### config.mk
export PLATFORM = sky130hd
export DESIGN_NAME = lcd_scan_timer
export DESIGN_NICKNAME = d
export VERILOG_FILES = /design/src/rtl/lcd_scan_pkg.sv /design/src/rtl/lcd_scan_ctrl.sv /design/src/rtl/lcd_scan_dpath.sv /design/src/rtl/lcd_scan_pins.sv /design/src/rtl/lcd_scan_timer.sv
export SDC_FILE = /design/constraint.sdc
export NUM_CORES = 1
export LEC_CHECK = 0
export BUFFER_PORTS_ARGS = -buffer_cell sky130_fd_sc_hd__buf_2
export CORE_AREA = 4 4 225 227
export DETAILED_ROUTE_END_ITERATION = 10
export DIE_AREA = 0 0 229 231
export HOLD_SLACK_MARGIN = 0.02
export PLACE_DENSITY = 0.5
export SLEW_MARGIN = 5
export SYNTH_ARGS = -nofsm -noshare
export SYNTH_HDL_FRONTEND = slang
export SYNTH_SLANG_ARGS = --single-unit
### constraint.sdc
create_clock -name clk -period 15 [get_ports clk]
set_clock_uncertainty 0.2 [all_clocks]
set_input_delay 2.25 -clock clk [delete_from_list [all_inputs] [get_ports clk]]
set_output_delay 2.25 -clock clk [all_outputs]
set_load 0.01 [all_outputs]
### src/rtl/lcd_scan_pkg.sv
package lcd_scan_pkg;

  localparam int PIN_CS    = 0;
  localparam int PIN_DCLK  = 1;
  localparam int PIN_DE    = 2;
  localparam int PIN_HSYNC = 3;
  localparam int PIN_VSYNC = 4;
  localparam int PIN_COUNT = 5;

  // Strobes from the scan control to the address datapath and pin stage
  typedef struct packed {
    logic pixTick;    // last phase of a pixel period
    logic lineEnd;    // last phase of the last pixel of a line
    logic frameEnd;   // lineEnd on the last line of a frame
    logic hVis;       // column inside visible run
    logic vVis;       // row inside visible run
    logic deAct;      // both visible
    logic hSyncAct;
    logic vSyncAct;
    logic hPulseEnd;  // end of last line-sync pixel
    logic vPulseEnd;  // end of last frame-sync line
    logic dclkAct;
    logic driveWin;
    logic panelOn;
  } scan_strobe_t;

endpackage

### src/rtl/lcd_scan_ctrl.sv
module lcd_scan_ctrl
  import lcd_scan_pkg::*;
#(
  parameter int POS_W = 12,
  parameter int DIV_W = 8
) (
  input  logic             clk,
  input  logic             rstN,
  input  logic [POS_W-1:0] hVisSize,
  input  logic [POS_W-1:0] hFrontSize,
  input  logic [POS_W-1:0] hBackSize,
  input  logic [POS_W-1:0] hPulseSize,
  input  logic [POS_W-1:0] vVisSize,
  input  logic [POS_W-1:0] vFrontSize,
  input  logic [POS_W-1:0] vBackSize,
  input  logic [POS_W-1:0] vPulseSize,
  input  logic [DIV_W-1:0] pixPeriod,
  input  logic [DIV_W-1:0] startPos,
  input  logic [DIV_W-1:0] setupCyc,
  input  logic [DIV_W-1:0] holdCyc,
  output scan_strobe_t     strobes
);

  localparam int SUM_W = POS_W + 2;
  localparam int PH_W  = DIV_W + 1;

  logic [DIV_W-1:0] divCnt;
  logic [POS_W-1:0] hPos;
  logic [POS_W-1:0] vPos;
  logic             panelOn;

  logic [DIV_W-1:0] periodLast;
  logic [SUM_W-1:0] hStart, hEnd, hTot, hLast;
  logic [SUM_W-1:0] vStart, vEnd, vTot, vLast;
  logic [SUM_W-1:0] hPosX, vPosX;
  logic [PH_W-1:0]  phaseX, earlyX, lateX;
  logic             pixTick, lineEnd, frameEnd, hVis, vVis;

  always_comb begin
    periodLast = (pixPeriod == '0) ? '0 : pixPeriod - 1'b1;
    hPosX  = SUM_W'(hPos);
    vPosX  = SUM_W'(vPos);
    hStart = SUM_W'(hPulseSize) + SUM_W'(hBackSize);
    hEnd   = hStart + SUM_W'(hVisSize);
    hTot   = hEnd + SUM_W'(hFrontSize);
    hLast  = (hTot == '0) ? '0 : hTot - 1'b1;
    vStart = SUM_W'(vPulseSize) + SUM_W'(vBackSize);
    vEnd   = vStart + SUM_W'(vVisSize);
    vTot   = vEnd + SUM_W'(vFrontSize);
    vLast  = (vTot == '0) ? '0 : vTot - 1'b1;

    pixTick  = (divCnt >= periodLast);
    lineEnd  = pixTick && (hPosX >= hLast);
    frameEnd = lineEnd && (vPosX >= vLast);
    hVis     = (hPosX >= hStart) && (hPosX < hEnd);
    vVis     = (vPosX >= vStart) && (vPosX < vEnd);

    phaseX = PH_W'(divCnt);
    earlyX = phaseX + PH_W'(setupCyc);
    lateX  = PH_W'(startPos) + PH_W'(holdCyc);
  end

  always_comb begin
    strobes.pixTick   = pixTick;
    strobes.lineEnd   = lineEnd;
    strobes.frameEnd  = frameEnd;
    strobes.hVis      = hVis;
    strobes.vVis      = vVis;
    strobes.deAct     = hVis && vVis;
    strobes.hSyncAct  = (hPos < hPulseSize);
    strobes.vSyncAct  = (vPos < vPulseSize);
    strobes.hPulseEnd = pixTick && (hPulseSize != '0) && (hPos == hPulseSize - 1'b1);
    strobes.vPulseEnd = lineEnd && (vPulseSize != '0) && (vPos == vPulseSize - 1'b1);
    strobes.dclkAct   = (divCnt >= startPos);
    strobes.driveWin  = hVis && vVis && (earlyX >= PH_W'(startPos)) && (phaseX < lateX);
    strobes.panelOn   = panelOn;
  end

  always_ff @(posedge clk or negedge rstN) begin
    if (!rstN) begin
      divCnt  <= '0;
      hPos    <= '0;
      vPos    <= '0;
      panelOn <= 1'b0;
    end else begin
      panelOn <= 1'b1;
      if (pixTick) divCnt <= '0;
      else         divCnt <= divCnt + 1'b1;
      if (lineEnd)      hPos <= '0;
      else if (pixTick) hPos <= hPos + 1'b1;
      if (frameEnd)     vPos <= '0;
      else if (lineEnd) vPos <= vPos + 1'b1;
    end
  end

endmodule

### src/rtl/lcd_scan_dpath.sv
module lcd_scan_dpath
  import lcd_scan_pkg::*;
#(
  parameter int POS_W    = 12,
  parameter int ADDR_W   = 24,
  parameter int STRIDE_W = 12
) (
  input  logic                clk,
  input  logic                rstN,
  input  scan_strobe_t        st,
  input  logic [ADDR_W-1:0]   frameBase,
  input  logic [STRIDE_W-1:0] lineStride,
  input  logic                pixelWide,
  input  logic                reloadOnHsync,
  output logic [POS_W-1:0]    hCount,
  output logic [POS_W-1:0]    vCount,
  output logic [ADDR_W-1:0]   fbAddr
);

  logic [POS_W-1:0]  hCnt, vCnt;
  logic [ADDR_W-1:0] linePtr;
  logic [ADDR_W-1:0] pixOff;
  logic              reloadNow;
  logic              unusedStrobes;

  assign unusedStrobes = ^{st.deAct, st.hSyncAct, st.vSyncAct, st.dclkAct,
                           st.driveWin, st.panelOn};

  always_comb begin
    reloadNow = reloadOnHsync ? st.hPulseEnd : st.vPulseEnd;
    pixOff    = ADDR_W'(hCnt) << pixelWide;
    fbAddr    = linePtr + pixOff;
    hCount    = hCnt;
    vCount    = vCnt;
  end

  always_ff @(posedge clk or negedge rstN) begin
    if (!rstN) begin
      hCnt    <= '0;
      vCnt    <= '0;
      linePtr <= '0;
    end else begin
      if (st.lineEnd)                hCnt <= '0;
      else if (st.pixTick && st.hVis) hCnt <= hCnt + 1'b1;

      if (st.frameEnd)               vCnt <= '0;
      else if (st.lineEnd && st.vVis) vCnt <= vCnt + 1'b1;

      if (reloadNow)                 linePtr <= frameBase;
      else if (st.lineEnd && st.vVis) linePtr <= linePtr + ADDR_W'(lineStride);
    end
  end

endmodule

### src/rtl/lcd_scan_pins.sv
module lcd_scan_pins
  import lcd_scan_pkg::*;
#(
  parameter int NPIN     = PIN_COUNT,
  parameter int DCLK_IDX = PIN_DCLK
) (
  input  logic            clk,
  input  logic            rstN,
  input  logic [NPIN-1:0] actVec,
  input  logic [NPIN-1:0] polHigh,
  input  logic            dclkOnFall,
  output logic [NPIN-1:0] pinVec
);

  logic            dclkFall;
  logic [NPIN-1:0] srcVec;

  always_ff @(negedge clk or negedge rstN) begin
    if (!rstN) dclkFall <= 1'b0;
    else       dclkFall <= actVec[DCLK_IDX];
  end

  always_comb begin
    srcVec = actVec;
    if (dclkOnFall) srcVec[DCLK_IDX] = dclkFall;
  end

  for (genvar i = 0; i < NPIN; i++) begin : g_pin
    assign pinVec[i] = polHigh[i] ? srcVec[i] : ~srcVec[i];
  end

endmodule

### src/rtl/lcd_scan_timer.sv
module lcd_scan_timer
  import lcd_scan_pkg::*;
#(
  parameter int POS_W    = 12,
  parameter int DIV_W    = 8,
  parameter int ADDR_W   = 24,
  parameter int STRIDE_W = 12
) (
  input  logic                clk,
  input  logic                rstN,
  input  logic [POS_W-1:0]    hVisSize,
  input  logic [POS_W-1:0]    hFrontSize,
  input  logic [POS_W-1:0]    hBackSize,
  input  logic [POS_W-1:0]    hPulseSize,
  input  logic [POS_W-1:0]    vVisSize,
  input  logic [POS_W-1:0]    vFrontSize,
  input  logic [POS_W-1:0]    vBackSize,
  input  logic [POS_W-1:0]    vPulseSize,
  input  logic [DIV_W-1:0]    pixPeriod,
  input  logic [DIV_W-1:0]    startPos,
  input  logic [DIV_W-1:0]    setupCyc,
  input  logic [DIV_W-1:0]    holdCyc,
  input  logic [4:0]          polHigh,
  input  logic                dclkOnFall,
  input  logic                reloadOnHsync,
  input  logic                pixelWide,
  input  logic [ADDR_W-1:0]   frameBase,
  input  logic [STRIDE_W-1:0] lineStride,
  output logic                csOut,
  output logic                dclkOut,
  output logic                deOut,
  output logic                hsyncOut,
  output logic                vsyncOut,
  output logic                rgbDrive,
  output logic [POS_W-1:0]    hCount,
  output logic [POS_W-1:0]    vCount,
  output logic [ADDR_W-1:0]   fbAddr
);

  scan_strobe_t           strobes;
  logic [PIN_COUNT-1:0]   actVec;
  logic [PIN_COUNT-1:0]   pinVec;

  lcd_scan_ctrl #(.POS_W(POS_W), .DIV_W(DIV_W)) ctrl_i (
    .clk(clk), .rstN(rstN),
    .hVisSize(hVisSize), .hFrontSize(hFrontSize), .hBackSize(hBackSize), .hPulseSize(hPulseSize),
    .vVisSize(vVisSize), .vFrontSize(vFrontSize), .vBackSize(vBackSize), .vPulseSize(vPulseSize),
    .pixPeriod(pixPeriod), .startPos(startPos), .setupCyc(setupCyc), .holdCyc(holdCyc),
    .strobes(strobes)
  );

  lcd_scan_dpath #(.POS_W(POS_W), .ADDR_W(ADDR_W), .STRIDE_W(STRIDE_W)) dpath_i (
    .clk(clk), .rstN(rstN), .st(strobes),
    .frameBase(frameBase), .lineStride(lineStride),
    .pixelWide(pixelWide), .reloadOnHsync(reloadOnHsync),
    .hCount(hCount), .vCount(vCount), .fbAddr(fbAddr)
  );

  always_comb begin
    actVec            = '0;
    actVec[PIN_CS]    = strobes.panelOn;
    actVec[PIN_DCLK]  = strobes.dclkAct;
    actVec[PIN_DE]    = strobes.deAct;
    actVec[PIN_HSYNC] = strobes.hSyncAct;
    actVec[PIN_VSYNC] = strobes.vSyncAct;
  end

  lcd_scan_pins #(.NPIN(PIN_COUNT), .DCLK_IDX(PIN_DCLK)) pins_i (
    .clk(clk), .rstN(rstN), .actVec(actVec), .polHigh(polHigh),
    .dclkOnFall(dclkOnFall), .pinVec(pinVec)
  );

  assign csOut    = pinVec[PIN_CS];
  assign dclkOut  = pinVec[PIN_DCLK];
  assign deOut    = pinVec[PIN_DE];
  assign hsyncOut = pinVec[PIN_HSYNC];
  assign vsyncOut = pinVec[PIN_VSYNC];
  assign rgbDrive = strobes.driveWin;

endmodule

==> reports/qor.yml, run 1 <==
cts_tree: "yes"
die_area_sq_um: 52900
synth_area_per_cell_sq_um: 8.067
seq_area_frac_synth_pct: 14.68
ant_nets: 0
hold_buffers: 0
vias_per_cell: 5.134
path_delay_family: "compound AO/OA/AOI/OAI gates"
cts.sinks: 82
mostFrequentLayoutCells: "ha_1, buf_2, inv_1"
initial_utilization_pct: 28.74
syn_inst: 1733
clk_pin_slew_ns: 0.07
hpwl_um: 35790
wl_um: 43050
drt-wirelength-per-cell_um: 16.74
crit_path_max_incr_delay_ns: 0.28
start_kind: "primary input"
route.detailed.drc: 0
power_density_nw_per_um2: 108.6
synth_warnings: 0
io_pins: 228
fp.dieH_um: 231
hp-class: "reg -> reg"
p_leak_nw: 8.108
cts_buffer_depth: 2
firstDrtPassIters: 5
path_common_cell: "a21o_1"
critPathKind: "in -> reg"
layout.nets: 2377
vias: 13205
finalMaxSlewViolations: 0
core_sq_um: 48650
async_reset_ff_share_pct: 100.0
netlist_area_sq_um: 13980
maxCapViolCount: 0
status: "finished, final reports clean"
numCtsBuffers: 9
cts_resized: 0
place.gp.congestion: 0.8343
diodes: 0
ir_drop_mv: 0.04304
clock_latency_ns: 0.35
synth-seq-cells: 82
whs_ns: 0.3663
dr.first_iter.drc_count: 646
cp.buffers_inverters: 1
rsz0062_at_grt: "no"
hold_violations: 0
crit_arrival_ns: 3.99
cts_setup_buffers: 0
grt_max_degree: 65
cp_slowest_cell: "ha_1"
synth_fp_nets: 2165
syn2layout_area_growth_pct: 14.97
crit_required_ns: 7.49
synthFlopType: "dfrtp_1"
worst_pin_slew_ns: 1.325
dpl.cell_count: 2556
layout_commonest_cell: "ha_1"
endpoint_kind: "flop"
tns_ns: 0
final_cells: 2572
h-tree-depth: 3
grt_pass1_vias: 12873
io_buffers: 227
crit_chain: "buf_2, ha_1, nand2b_1, a21o_1, a21o_1, a21o_1, a21o_1, a21o_1, a21o_1, a21o_1"
track_usage_pct: 15.78
cp_max_fo: 3
synth-edff-count: 0
grt_pass1_wl_um: 68770
grt-ovfl-total: 0
rows: 81
antenna_found_initial: 0
synth.distinct_cells: 84
fp.dieW_um: 229
final_layout_size_suffix_gt1_share_pct: 15.74
finalSetupViolCount: 0
clock-root-buffer: "clkbuf_16"
slew_headroom_pct: 10.57
worst reg2reg max path, stage by stage, from the launching register on:
cell	delay, ns
dfrtp_1	0.50
inv_1	0.13
ha_1	0.28
nand2b_1	0.14
a21o_1	0.18
a21o_1	0.17
a21o_1	0.17
a21o_1	0.17
a21o_1	0.17
a21o_1	0.17
a21o_1	0.18
path summary, 6_finish.rpt:
path | endpoint | from | depth (start not counted) | slack (ns)
setup / recovery | pins_i.dclkFall | startPos[0] | 10 | 3.51
hold / removal | dpath_i.vCount[11] | dpath_i.vCount[11] | 2 | 0.37
setup reg to reg | pins_i.dclkFall | ctrl_i.divCnt[0] | 10 | 4.91
hold reg to reg | dpath_i.vCount[11] | dpath_i.vCount[11] | 2 | 0.37
max in group asynchronous | pins_i.dclkFall | rstN | 1 | 5.35
min in group asynchronous | ctrl_i.panelOn | rstN | 1 | 1.59
stage by stage:
stage	instance area (sq um)	power [mW]	util, %	worst slack (ns)
6_report	16070	1.745	33.04	3.508
5_1_grt	16070	1.951	33.04	3.458
4_1_cts	16070	1.760	33.04	3.521
3_5_place_dp	15790	1.521	32.46	3.140
3_3_place_gp	15790	1.496	32.46	3.140
2_1_floorplan	13980	1.226	-	3.361
registers in the layout, summed over array words and instances, names as in the netlist:
register / count
dpath_i.linePtr: 24
ctrl_i.hPos: 12
ctrl_i.vPos: 12
dpath_i.hCount: 12
dpath_i.vCount: 12
ctrl_i.divCnt: 8
ctrl_i.panelOn: 1
pins_i.dclkFall: 1
logic make-up (layout without fill, tap and decap cells):
logic type                 Yosys count  count (layout)  share of synthesized area [%]
buffers and inverters              181             398                          5.146
muxes                               45              45                          3.499
DFF                                 82              82                          14.68
and+or+nand+nor                    519             519                          19.64
other                                1               1                        0.02682
adders and majority gates          258             258                          23.63
xor gates and xnor gates           168             168                          10.53
AOI/OAI and AO/OA                  479             479                          22.86
cells in the mapped netlist (7+ instances only):
cell	number	area, sq um
a211o_1	7	61.31
a211oi_1	22	165.2
a21o_1	60	450.4
a21oi_1	125	625.6
a31oi_1	18	112.6
and2_1	22	137.6
and3_1	31	193.9
buf_2	8	40.04
clkbuf_1	17	63.81
dfrtp_1	81	2027
fa_1	10	200.2
ha_1	248	3103
inv_1	149	559.3
mux2_2	31	349.1
mux2i_1	14	140.1
nand2_1	92	345.3
nand2b_1	29	181.4
nand3_1	56	280.3
nand4_1	30	187.7
nor2_1	121	454.2
nor2b_1	25	156.4
nor3_1	29	145.1
nor4_1	10	62.56
o2111ai_1	9	78.83
o211ai_1	12	90.09
o21a_1	32	240.2
o21ai_0	84	420.4
o21bai_1	16	120.1
o31ai_1	17	127.6
o41ai_1	8	70.07
or2_2	9	56.30
or3_1	17	106.4
or4_1	16	120.1
xnor2_1	105	919.6
xor2_1	63	551.8
report_power, final:
group	total (mW)	leakage (nW)	internal, mW	switching (mW)
clock network	0.224	0.139	0.116	0.109
registers	0.291	1.10	0.238	0.0528
logic	1.23	6.87	0.534	0.696
area by class of cell:
cell class                      count  area (sq um)
Timing Repair Buffer              233          1184
Clock inverter                      7         58.81
Inverter                          149         559.3
Tap cell                          622         778.2
Fill cell                        5192         32570
Clock buffer                        9         225.2
Sequential cell                    82          2052
Multi-Input combinational cell   1470         11220
layer usage:
layer | wire length, um | vias up | GRT usage (%)
li1 | - | 6792 | -
met1 | 20520 | 6171 | 21.47
met2 | 20850 | 217 | 27.68
met3 | 1175 | 25 | 1.259
met4 | 507 | 0 | 2.796
met5 | 0 | - | 0
Note: power is estimated with default switching activity, not from simulation.
==> run 2, diff against run 1 <==
- PLACE_DENSITY: 0.5 -> 0.52
- clock period: 15 -> 10.44 ns (I/O delays scaled with it)
==> reports/qor.yml, run 2 (synthesis results as in run 1) <==
grt_pass1_vias: 13099
status: "finished, final reports clean"
rr_endpoint: "pins_i.dclkFall"
crit_path_end: "dpath_i.linePtr[23]"
finalMaxSlewViolations: 0
die_area_sq_um: 52900
route.detailed.drc: 0
clock_latency_ns: 0.34
endpoint_kind: "flop"
critPathLaunch: "hPulseSize[1]"
timing.rr.start: "ctrl_i.divCnt[0]"
crit_path_max_incr_delay_ns: 0.52
wl_um: 43420
start_kind: "primary input"
ir_drop_mv: 0.06371
post-place-ws_ns: 0.5864
place.gp.congestion: 0.8686
final_layout_size_suffix_gt1_share_pct: 16.01
grt_pass1_wl_um: 69330
hpwl_um: 36170
vias_per_cell: 5.176
numCtsBuffers: 9
cts_setup_buffers: 0
firstDrtPassIters: 5
grt-ovfl-total: 0
hold_buffers: 0
regToRegSetupSlack_ns: 2.64
syn2layout_area_growth_pct: 15.35
slew_headroom_pct: 27.10
hp-class: "reg -> reg"
fin_crit_sh_pct: 91.07
core_sq_um: 48650
rows: 81
crit_arrival_ns: 9.57
track_usage_pct: 15.89
cts_buffer_depth: 2
antenna_found_initial: 0
worst_pin_slew_ns: 1.092
grt_max_degree: 60
vias: 13339
ant_nets: 0
initial_utilization_pct: 28.74
critPathKind: "in -> reg"
holdPathStages: 1
largest_reg_flops: 24
fp.dieH_um: 231
regMostFlops: "dpath_i.linePtr"
mostFrequentLayoutCells: "ha_1, buf_2, inv_1"
n_fill_cell: 5150
clk_pin_slew_ns: 0.07
h-tree-depth: 3
finalWorstSetupSlack_ns: 0.9320
hold_start: "dpath_i.vCount[4]"
rsz0062_at_grt: "no"
final_util_pct: 33.15
cp_max_fo: 39
io_buffers: 227
cts_tree: "yes"
tns_ns: 0
layout.nets: 2382
max_freq_ghz: 0.1052
fin_crit_ns: 9.508
cts.sinks: 82
p_leak_nw: 8.137
drt-wirelength-per-cell_um: 16.85
maxCapViolCount: 0
finalSetupViolCount: 0
io_pins: 228
reg2reg_depth: 10
hold_violations: 0
crit_required_ns: 10.50
diodes: 0
dr.first_iter.drc_count: 659
layout_commonest_cell: "ha_1"
clock-root-buffer: "clkbuf_16"
cp_slowest_cell: "or4b_1"
power_density_nw_per_um2: 156.5
fp.dieW_um: 229
run 2: cell types whose count changed in the layout (fill, tap and decap cells not counted):
cell	change
inv_8	-1
clkinv_8	+1
inv_6	-1
clkinv_4	+1
a22o_1	-1
clkinv_2	-1
clkbuf_8	+1
buf_4	+5
a22o_2	+1
run 2: worst max-delay path: cells and delay by family:
family,cells,cell delay [ns]
adders and majority gates,4,1.05
xor gates and xnor gates,2,0.34
and+or+nand+nor,9,1.97
buffers and inverters,3,0.56
AOI/OAI and AO/OA,17,4.06
run 2: cell type report:
| type | count | area, sq um | share of cell area [%] |
|---|---|---|---|
| flip-flops and latches | 82 | 2052 | 12.73 |
| clock inverters | 6 | 58.81 | 0.3647 |
| clock buffers | 10 | 239.0 | 1.482 |
| well taps | 622 | 778.2 | 4.826 |
| inverters | 149 | 559.3 | 3.468 |
| repair buffers | 238 | 1221 | 7.573 |
| multi-input cells | 1470 | 11220 | 69.56 |
run 2: how the worst min path moves through the flow:
| stage | to | slack (ns) |
|---|---|---|
| 2_1_floorplan | ctrl_i.hPos[0] | 0.32 |
| 3_3_place_gp | dpath_i.vCount[11] | 0.34 |
| 3_5_place_dp | dpath_i.vCount[4] | 0.35 |
| 4_1_cts | dpath_i.vCount[4] | 0.36 |
| 5_1_grt | dpath_i.vCount[10] | 0.39 |
| 6_report | dpath_i.vCount[4] | 0.35 |
run 2: timing repair:
action                     CTS  global route
hold endpoints to repair     0             0
gates resized for setup      0             1
setup endpoints to repair    0             1
run 2: power by group:
group          total [mW]  switching (mW)  leakage, nW  internal (mW)
registers           0.421          0.0790         1.10          0.342
logic                1.78            1.01         6.90          0.772
clock network       0.323           0.151        0.142          0.173
run 2: layer usage:
layer	GRT usage, %	vias to the layer above	wire length, um
met1	21.32	6274	20540
met2	28.17	230	21140
met4	3.157	0	618
met5	0	-	0
li1	-	6800	-
met3	1.148	35	1118
run 2: per-stage QoR:
step                cells  total power, mW  instance area (sq um)  hold WS, ns
global placement     2561            2.155                  15830       0.3423
floorplan            1733            1.762                  13980       0.3195
detailed placement   2561            2.197                  15830       0.3489
CTS                  2577            2.539                  16120       0.3588
global route         2577            2.807                  16130       0.3864
finish               2577            2.523                  16130       0.3489
==> run 3, diff against run 2 <==
- REMOVE_ABC_BUFFERS: not set -> 1
==> reports/qor.yml, run 3 (synthesis results as in run 1) <==
status: "finished, final reports clean"
hpwl_um: 35850
fp.dieH_um: 231
h-tree-depth: 3
wl_um: 43230
sequentialPowerShare_pct: 16.5
mostFrequentLayoutCells: "ha_1, buf_2, inv_1"
maxCapViolCount: 0
cts_tree: "yes"
cts_resized: 0
final_util_pct: 33.14
largest_reg_flops: 24
fin_crit_sh_pct: 89.37
grt_pass1_wl_um: 68370
cts.sinks: 82
ir_drop_mv: 0.1213
hold_buffers: 0
track_usage_pct: 15.74
layout_commonest_cell: "ha_1"
multiInputGateArea_sq_um: 11220
clock_latency_ns: 0.35
regMostFlops: "dpath_i.linePtr"
io_pins: 228
firstDrtPassIters: 5
rows: 81
critPathKind: "in -> reg"
grt_max_degree: 55
grt-ovfl-total: 0
switchingPower_mw: 1.235
p_leak_nw: 8.130
clock-root-buffer: "clkbuf_16"
max_freq_ghz: 0.1072
rsz0062_at_grt: "no"
start_kind: "primary input"
cp_max_fo: 31
numCtsBuffers: 9
vias_per_cell: 5.138
grt_pass1_vias: 12858
drt-wirelength-per-cell_um: 16.77
tns_ns: 0
slew_headroom_pct: 20.69
fin_crit_ns: 9.330
cp_slowest_cell: "a22o_1"
clk_pin_slew_ns: 0.07
finalSetupViolCount: 0
finalWorstSetupSlack_ns: 1.110
switching_share_pct: 48.89
cts_buffer_depth: 2
core_sq_um: 48650
ant_nets: 0
crit_required_ns: 10.49
route.detailed.drc: 0
worst_pin_slew_ns: 1.190
final_layout_size_suffix_gt1_share_pct: 15.92
finalMaxSlewViolations: 0
cts_setup_buffers: 0
vias: 13246
clkPwrFrac_pct: 12.8
syn2layout_area_growth_pct: 15.30
layout.nets: 2381
fp.dieW_um: 229
p_int_mw: 1.291
post-place-ws_ns: 0.8075
hp-class: "reg -> reg"
crit_arrival_ns: 9.38
hold_violations: 0
die_area_sq_um: 52900
n_fill_cell: 5186
endpoint_kind: "flop"
p_comb_share_pct: 70.7
initial_utilization_pct: 28.74
power_density_nw_per_um2: 156.7
antenna_found_initial: 3
io_buffers: 227
regArea_sq_um: 2052
place.gp.congestion: 0.8778
whs_ns: 0.3531
dr.first_iter.drc_count: 730
crit_path_max_incr_delay_ns: 0.93
path_common_cell: "ha_1"
run 3: final cells by class:
type / count / share of cell area, %
repair buffers: 237 / 7.529
inverters: 149 / 3.470
multi-input cells: 1470 / 69.58
clock inverters: 5 / 0.2639
flip-flops and latches: 82 / 12.73
diodes: 2 / 0.03105
clock buffers: 11 / 1.568
well taps: 622 / 4.828
run 3: power by group through the flow:
stage          combinational (mW)  clock, mW  sequential (mW)
2_1_floorplan                1.36          0            0.391
3_3_place_gp                 1.74          0            0.426
3_5_place_dp                 1.78          0            0.425
4_1_cts                      1.79      0.331            0.419
5_1_grt                      2.05      0.345            0.425
6_report                     1.79      0.324            0.416
run 3: metrics by stage:
step / power (mW) / std cells / cell area, sq um
floorplan: 1.755 / 1701 / 13820
global placement: 2.168 / 2560 / 15820
detailed placement: 2.202 / 2560 / 15820
CTS: 2.541 / 2576 / 16110
global route: 2.817 / 2578 / 16120
finish: 2.526 / 2578 / 16120
run 3: worst max-delay path, delay by kind of cell:
kind            cells  cell delay (ns)
compound gates     10             2.78
simple gates       11             2.71
fa+ha+maj           5             1.37
xor+xnor            2             0.56
buf+inv             3             0.35
run 3: worst paths after layout:
kind / start / endpoint / slack, ns / cells past startpoint
min in group asynchronous: rstN / ctrl_i.panelOn / 0.98 / 1
hold reg to reg: dpath_i.vCount[11] / dpath_i.vCount[11] / 0.35 / 2
setup reg to reg: ctrl_i.divCnt[0] / pins_i.dclkFall / 2.60 / 10
hold / removal: dpath_i.vCount[11] / dpath_i.vCount[11] / 0.35 / 2
max in group asynchronous: rstN / pins_i.dclkFall / 3.57 / 1
setup / recovery: hPulseSize[0] / dpath_i.vCount[4] / 1.11 / 31
run 3: metal layers:
layer / global-route usage, % / vias to the layer above / share of wire (%)
li1: - / 6821 / -
met3: 1.555 / 43 / 3.2
met1: 20.30 / 6158 / 45
met5: 0 / - / 0.030
met2: 28.25 / 222 / 50
met4: 3.823 / 2 / 2.0
